File: src/rtl/shf_pkg.sv
package shf_pkg;
   typedef struct packed {
      logic dir;   // 0: toward MSB, 1: toward LSB
      logic circ;  // wrap the leaving bit
      logic cyen;  // carry takes part in the path
   } shf_mode_t;

   localparam int MODE_BITS = 3;
endpackage

File: src/rtl/shf_ctl_reg.sv
module shf_ctl_reg
   import shf_pkg::*;
#(
   parameter int CNT_W = 5,
   localparam int CTL_W = CNT_W + MODE_BITS
) (
   input  logic             clk,
   input  logic             rst_n,
   input  logic             reinit,
   input  logic             wr_en,
   input  logic [CTL_W-1:0] wdata,
   output shf_mode_t        mode,
   output logic [CNT_W-1:0] count,
   output logic [CTL_W-1:0] rdata
);
   logic [CTL_W-1:0] ctl_q;

   always_ff @(posedge clk) begin
      if (!rst_n) begin
         ctl_q <= '0;
      end else begin
         if (wr_en)  ctl_q <= wdata;
         if (reinit) ctl_q[CTL_W-1] <= 1'b0;
      end
   end

   assign mode.dir  = ctl_q[CTL_W-1];
   assign mode.circ = ctl_q[CTL_W-2];
   assign mode.cyen = ctl_q[CTL_W-3];
   assign count     = ctl_q[CNT_W-1:0];
   assign rdata     = ctl_q;
endmodule

File: src/rtl/shf_step.sv
module shf_step
   import shf_pkg::*;
#(
   parameter int DATA_W = 32
) (
   input  shf_mode_t         mode,
   input  logic [DATA_W-1:0] d,
   input  logic              cy,
   output logic [DATA_W-1:0] nd,
   output logic              ncy
);
   logic out_bit;
   logic fill;

   assign out_bit = mode.dir ? d[0] : d[DATA_W-1];
   assign fill    = mode.cyen ? cy : (mode.circ ? out_bit : 1'b0);
   assign ncy     = (mode.cyen && mode.circ) ? out_bit : cy;

   for (genvar i = 0; i < DATA_W; i++) begin : g_bit
      if (i == 0) begin : g_lsb
         assign nd[i] = mode.dir ? d[i+1] : fill;
      end else if (i == DATA_W-1) begin : g_msb
         assign nd[i] = mode.dir ? fill : d[i-1];
      end else begin : g_mid
         assign nd[i] = mode.dir ? d[i+1] : d[i-1];
      end
   end
endmodule

File: src/rtl/shf_seq.sv
module shf_seq #(
   parameter int CNT_W = 5
) (
   input  logic             clk,
   input  logic             rst_n,
   input  logic             launch,
   input  logic [CNT_W-1:0] count,
   output logic             busy,
   output logic             done
);
   logic [CNT_W-1:0] rem_q;

   always_ff @(posedge clk) begin
      if (!rst_n) begin
         busy  <= 1'b0;
         done  <= 1'b0;
         rem_q <= '0;
      end else begin
         done <= 1'b0;
         if (busy) begin
            rem_q <= rem_q - 1'b1;
            if (rem_q == CNT_W'(1)) begin
               busy <= 1'b0;
               done <= 1'b1;
            end
         end else if (launch) begin
            if (count == '0) begin
               done <= 1'b1;
            end else begin
               busy  <= 1'b1;
               rem_q <= count;
            end
         end
      end
   end
endmodule

File: src/rtl/acc_shift_unit.sv
module acc_shift_unit
   import shf_pkg::*;
#(
   parameter int DATA_W = 32,
   parameter int CNT_W  = 5,
   localparam int CTL_W = CNT_W + MODE_BITS
) (
   input  logic              clk,
   input  logic              rst_n,
   input  logic              reinit,
   input  logic              ctl_we,
   input  logic [CTL_W-1:0]  ctl_wdata,
   output logic [CTL_W-1:0]  ctl_rdata,
   input  logic              opd_we,
   input  logic [DATA_W-1:0] opd_wdata,
   output logic [DATA_W-1:0] opd_q,
   input  logic              cy_we,
   input  logic              cy_wdata,
   output logic              cy_q,
   input  logic              start,
   output logic              busy,
   output logic              done
);
   if (DATA_W < 2) begin : g_bad_data_w
      $error("acc_shift_unit: DATA_W must be at least 2");
   end
   if (CNT_W < 1) begin : g_bad_cnt_w
      $error("acc_shift_unit: CNT_W must be at least 1");
   end

   shf_mode_t         ctl_mode;
   shf_mode_t         mode_q;
   logic [CNT_W-1:0]  ctl_count;
   logic [DATA_W-1:0] step_d;
   logic              step_cy;
   logic              idle;

   assign idle = !busy;

   shf_ctl_reg #(.CNT_W(CNT_W)) u_ctl (
      .clk   (clk),
      .rst_n (rst_n),
      .reinit(reinit),
      .wr_en (ctl_we && idle),
      .wdata (ctl_wdata),
      .mode  (ctl_mode),
      .count (ctl_count),
      .rdata (ctl_rdata)
   );

   shf_seq #(.CNT_W(CNT_W)) u_seq (
      .clk   (clk),
      .rst_n (rst_n),
      .launch(start && idle),
      .count (ctl_count),
      .busy  (busy),
      .done  (done)
   );

   shf_step #(.DATA_W(DATA_W)) u_step (
      .mode(mode_q),
      .d   (opd_q),
      .cy  (cy_q),
      .nd  (step_d),
      .ncy (step_cy)
   );

   // Mode is captured at launch so a reinitialise cannot bend a running shift.
   always_ff @(posedge clk) begin
      if (!rst_n) begin
         mode_q <= '0;
      end else if (start && idle) begin
         mode_q <= ctl_mode;
      end
   end

   always_ff @(posedge clk) begin
      if (!rst_n) begin
         opd_q <= '0;
         cy_q  <= 1'b0;
      end else if (busy) begin
         opd_q <= step_d;
         cy_q  <= step_cy;
      end else begin
         if (opd_we) opd_q <= opd_wdata;
         if (cy_we)  cy_q  <= cy_wdata;
      end
   end
endmodule

File: config.mk
export PLATFORM = sky130hd
export DESIGN_NAME = acc_shift_unit
export DESIGN_NICKNAME = d
export VERILOG_FILES = /design/src/rtl/shf_pkg.sv /design/src/rtl/shf_ctl_reg.sv /design/src/rtl/shf_step.sv /design/src/rtl/shf_seq.sv /design/src/rtl/acc_shift_unit.sv
export SDC_FILE = /design/constraint.sdc
export NUM_CORES = 1
export LEC_CHECK = 0
export BUFFER_PORTS_ARGS = -buffer_cell sky130_fd_sc_hd__buf_2
export CORE_MARGIN = 3
export CORE_UTILIZATION = 43
export DETAILED_ROUTE_END_ITERATION = 10
export GPL_TIMING_DRIVEN = 0
export PLACE_DENSITY = 0.73
export SLEW_MARGIN = 0
export SYNTH_ARGS = -nofsm -noshare
export SYNTH_HDL_FRONTEND = slang
export SYNTH_SLANG_ARGS = --single-unit
File: constraint.sdc
create_clock -name clk -period 1.5 [get_ports clk]
set_clock_uncertainty 0.15 [all_clocks]
set_input_delay 0.225 -clock clk [delete_from_list [all_inputs] [get_ports clk]]
set_output_delay 0.225 -clock clk [all_outputs]
set_load 0.01 [all_outputs]
# ---- Yosys cells after proc, flatten, opt, wreduce, memory -nomap -nowiden
# Cells that the tools add are included.
dict set report classes {
  n_addsub 1
  n_eq_ne 3
  bitwise_logic 1
  mux 51
  n_reduce_logical 11
}
# cell n
set op_table {}
lappend op_table {{$mux W32} 2}
lappend op_table {{$mux W1} 46}
lappend op_table {{$mux W5} 3}
lappend op_table {{$reduce_bool A2 Y1} 3}
lappend op_table {{$eq A5 B1 Y1 const B} 1}
lappend op_table {{$logic_not A5 Y1} 1}
lappend op_table {{$sub A5 B1 Y5 const B} 1}
lappend op_table {{$ne A2 B1 Y1 const B} 2}
lappend op_table {{$reduce_and A2 Y1} 2}
lappend op_table {{$logic_and A1 B1 Y1} 3}
lappend op_table {{$reduce_or A2 Y1} 1}
lappend op_table {{$logic_not A1 Y1} 1}
lappend op_table {{$not A1 Y1} 1}
dict set report word_totals {
  register_bits 51
  input_bits 48
  out_inout_bits 43
  wordCells 77
}

# ---- Logic depth before layout (Yosys ltp)
dict set report logic_depth {
  depth_word 5
  mapped_depth 5
  ltp_nobuf 5
}

# ---- By module
# From an unflattened synthesis, not the netlist that was laid out.
dict set report hier_totals {
  cells_unflattened 285
  hier_area_um2 2957.8
}
# module area_each_um2 seq_area_each_um2 cells_each instances
set modules_own_cells {}
lappend modules_own_cells {acc_shift_unit 1585.3 720.7 159 1}
lappend modules_own_cells {shf_step 564.3 0.0 45 1}
lappend modules_own_cells {shf_seq 440.4 140.1 48 1}
lappend modules_own_cells {shf_ctl_reg 367.9 160.2 33 1}

# ---- Least setup slack after synthesis
# No wires, ideal clock.
dict set report synth_path {
  kind {flip-flop to flip-flop}
  start {register u_seq.rem_q[0]}
  end {register u_seq.rem_q[1]}
  setup_time_ps 74
  period_less_slack_ps 1393
  path_stages_with_launch 5
  path_slack_ps 107
  path_buffers 0
  arrival_time_ps 1169
  required_time_ps 1276
  cell_sequence {dfxtp_1 inv_1 ha_1 a221o_1 a31oi_1}
}
dict set report synth_between {
  elab_chain_len 2
}
# item line_no
set synth_lines {}
lappend synth_lines {{from (decl)} shf_seq.sv:11} ;# logic [CNT_W-1:0] rem_q;
lappend synth_lines {{from (signal assigned)} shf_seq.sv:21} ;# rem_q <= rem_q - 1'b1;
lappend synth_lines {{from (signal assigned)} shf_seq.sv:31} ;# rem_q <= count;
lappend synth_lines {{$sub A5 B1 Y5} shf_seq.sv:21}
lappend synth_lines {{$mux W5} shf_seq.sv:20} ;# if (busy) begin
# Every way passes these cells.
# A chain may end at the register's enable or synchronous reset.

# ---- Worst setup path in the final report
# Same ends and word-level chain as after synthesis.

==> impl_metrics.env <==
export IMPL_status="finished clean"
export IMPL_viasPerCell=5.622
export IMPL_yosysWarningCount=0
export IMPL_ant_nets=0
export IMPL_hpwlAfterDp_um=5265
export IMPL_boundaryPins=91
export IMPL_clockBufferDepth=2
export IMPL_cp_data_required_time_ns=1.59
export IMPL_synthFlopType="dfxtp_1"
export IMPL_wirelength_um=7217
export IMPL_leakage_nw=1.377
export IMPL_numCtsBuffers=5
export IMPL_synth_nets=331
export IMPL_grt_pass1_wl_um=11720
export IMPL_multi_input_area_sq_um=1529
export IMPL_reg2reg_slack_ns=0.05
export IMPL_syn2layout_area_growth_pct=26.56
export IMPL_overflow=0
export IMPL_critPathCaptureType="flop"
export IMPL_antenna_cells=0
export IMPL_critPathCapture="u_seq.rem_q[1]$_SDFFE_PN0P_"
export IMPL_final_area_sq_um=3428
export IMPL_drv_cap=0
export IMPL_core_area_sq_um=6026
export IMPL_syn_inst=281
export IMPL_period_minus_slack_ns=1.448
export IMPL_syn_area_per_cell_sq_um=9.640
export IMPL_drv_slew=0
export IMPL_crit_start="u_seq.rem_q[0]$_SDFFE_PN0P_"
export IMPL_synth_top_area_share_pct=37.69
export IMPL_track_usage_pct=19.59
export IMPL_timing_final_crit_share_pct=96.54
export IMPL_ys_top_cells_by_count="a211oi_1 (61), dfxtp_1 (51), mux2i_1 (44)"
export IMPL_async_flop_share_pct=0
export IMPL_nets=429
export IMPL_fillers=554
export IMPL_placement_cell_area_sq_um=3243
export IMPL_cts_sinks=51
export IMPL_ff2ff_path_depth=4
export IMPL_ys_seq_elements=51
export IMPL_gp_congestion=0.7953
export IMPL_crit_chain="inv_1 -> ha_1 -> a221o_1 -> a31oi_1"
export IMPL_worst_path_max_delay_cell="dfxtp_2"
export IMPL_synth_edf_count=0
export IMPL_die_h_um=85.37
export IMPL_worstSetupStartpointType="flop"
export IMPL_timing_rr_end="u_seq.rem_q[1]$_SDFFE_PN0P_"
export IMPL_synth_top_area_cell="dfxtp_1"
export IMPL_synthTopCellsByArea="dfxtp_1 (38%), a211oi_1 (17%), mux2i_1 (16%)"
export IMPL_ctsHtreeMaxLevel=2
export IMPL_ir_worst_vdd_mv=0.7525
export IMPL_crit_cells=4
export IMPL_tightest_slew_ns=0.4915
export IMPL_slew_limit_headroom_pct=67.23
export IMPL_setup_tns_final_ns=0
export IMPL_hp_class="in -> reg"
export IMPL_setup_violations=0
export IMPL_antenna_found_initial=0
export IMPL_grt_max_degree=17
export IMPL_rows=28
export IMPL_crit_buf_inv=1
export IMPL_r2r_start="u_seq.rem_q[0]$_SDFFE_PN0P_"
export IMPL_synth_cell_type_count=36
export IMPL_cts_tree="done"
export IMPL_firstDrtPassIters=4
export IMPL_post_drt_wl_per_cell_um=15.86
export IMPL_final_hold_violation_count=0
export IMPL_timing_fmax_ghz=0.6906
export IMPL_cts_clk_slew_worst_paths_ns=0.10
export IMPL_criticalPathCategory="reg -> reg"
export IMPL_vias=2558
export IMPL_critPathTopFamily="compound AO/OA/AOI/OAI gates"
export IMPL_power_density_nw_per_um2=1060
export IMPL_initial_core_util_pct=44.95
export IMPL_synthesis_area_sq_um=2709
export IMPL_synth_most_common_cell="a211oi_1"
export IMPL_drive_above_1_share_pct=34.47
export IMPL_dieArea_sq_um=7288
export IMPL_clk_latency_ns=0.31
export IMPL_crit_fanout=5
export IMPL_post_cts_buffers=0
export IMPL_finalPower_mw=3.635
export IMPL_first_global_vias=2431
export IMPL_cts_root_buf="clkbuf_8"
export IMPL_drt_drc_violations_left=0
export IMPL_drt_iter0_markers=127
export IMPL_cp_slowest_stage_delay_ns=0.39
export IMPL_crit_arrival_ns=1.53
export IMPL_fp_dieW_um=85.37
export IMPL_seq_area_sq_um=1023
export IMPL_port_buffers=88
export IMPL_synth_seq_area_share_pct=37.69
[registers in the layout, summed over array words and instances, names as in the netlist]
register	flops
cy_q	1
u_seq.done	1
u_seq.rem_q	5
u_seq.busy	1
mode_q	3
u_ctl.rdata	8
opd_q	32
[cells in the final DEF, fill, tap and decap left out, types with 2 or more instances in the layout]
cell type	synthesis	routed
buf_2	7	92
a211oi_1	61	61
dfxtp_1	51	49
mux2i_1	44	44
nor2b_1	32	32
nor2_1	12	12
buf_4	10	10
clkbuf_8	0	6
inv_1	5	5
nand2_1	5	5
clkbuf_2	0	4
a31oi_1	4	4
nor3_1	4	4
clkbuf_4	0	3
clkbuf_1	8	3
nand3b_1	3	3
a21oi_1	3	3
a2111oi_2	2	3
dlygate4sd3_1	0	3
buf_1	2	2
mux2_2	2	2
nand2b_1	2	2
xnor2_1	2	2
and3_1	2	2
nor4_2	1	2
nand3_1	2	2
o2bb2ai_1	2	2
ha_1	2	2
dfxtp_2	0	2
[layout make-up]
cell class	count	area share (%)
inverters	6	0.6569
flip-flops and latches	51	29.85
repair buffers	91	13.72
well taps	75	2.737
clock buffers	6	2.409
multi-input cells	197	44.60
plain buffers	27	4.891
clock inverters	2	1.131
[power breakdown]
group / internal, mW / switching (mW) / leakage, nW
sequential: 1.50 / 0.165 / 0.422
clock: 0.550 / 0.483 / 0.0618
combinational: 0.455 / 0.480 / 0.894
[per-layer routing]
| metal | GRT usage, % | part of all wire, % | wire length [um] | up-vias |
|---|---|---|---|---|
| met2 | 31.64 | 47 | 3407 | 79 |
| met3 | 3.301 | 5.6 | 404 | 11 |
| met1 | 26.42 | 46 | 3285 | 1214 |
| li1 | - | - | - | 1254 |
| met4 | 6.763 | 1.6 | 119 | 0 |
| met5 | 0 | 0 | 0 | - |
[per-stage QoR]
stage	hold slack (ns)	utilization (%)	setup slack [ns]	cells
final	0.002579	56.89	0.05192	455
after global routing	0.02607	56.89	-0.01165	455
after CTS	0.004899	56.37	0.002554	455
after detailed placement	0.2429	53.82	-0.09132	444
after global placement	0.2447	53.82	-0.08520	444
after floorplan	0.1543	-	0.1072	281
[worst register-to-register path, stage by stage (launching register included)]
cell,delay [ns]
dfxtp_2,0.39
inv_1,0.09
ha_1,0.29
a221o_1,0.34
a31oi_1,0.13
[worst min path at each step]
stage | from | endpoint | slack, ns | cells past startpoint
after detailed placement | reinit | u_ctl.rdata[7]$_SDFFE_PP0P_ | 0.24 | 2
after floorplan | reinit | u_ctl.rdata[7]$_SDFFE_PP0P_ | 0.15 | 1
after global routing | ctl_wdata[4] | u_ctl.rdata[4]$_SDFFE_PN0P_ | 0.03 | 3
after CTS | ctl_wdata[4] | u_ctl.rdata[4]$_SDFFE_PN0P_ | 0.005 | 3
final | ctl_wdata[4] | u_ctl.rdata[4]$_SDFFE_PN0P_ | 0.003 | 3
after global placement | reinit | u_ctl.rdata[7]$_SDFFE_PP0P_ | 0.24 | 2
[logic make-up (layout without fill, tap and decap cells)]
family	Yosys count	count (layout)	synth area share (%)
AOI/OAI and AO/OA	78	78	22.31
xor gates and xnor gates	2	2	0.6468
adders and majority gates	2	2	0.9236
buffers and inverters	33	132	6.282
DFF	51	51	37.69
muxes	46	46	17.09
and+or+nand+nor	69	69	15.06
[timing repair]
| action | 4_1_cts | 5_1_grt |
|---|---|---|
| gates resized for setup | 2 | 17 |
| cloned | 0 | 0 |
| pin swaps | 0 | 1 |
| hold buffers | 3 | 0 |
| hold endpoints to repair | 3 | 0 |
| endpoints found under the setup margin | 20 | 39 |
Note: power is estimated with default switching activity, not from simulation.
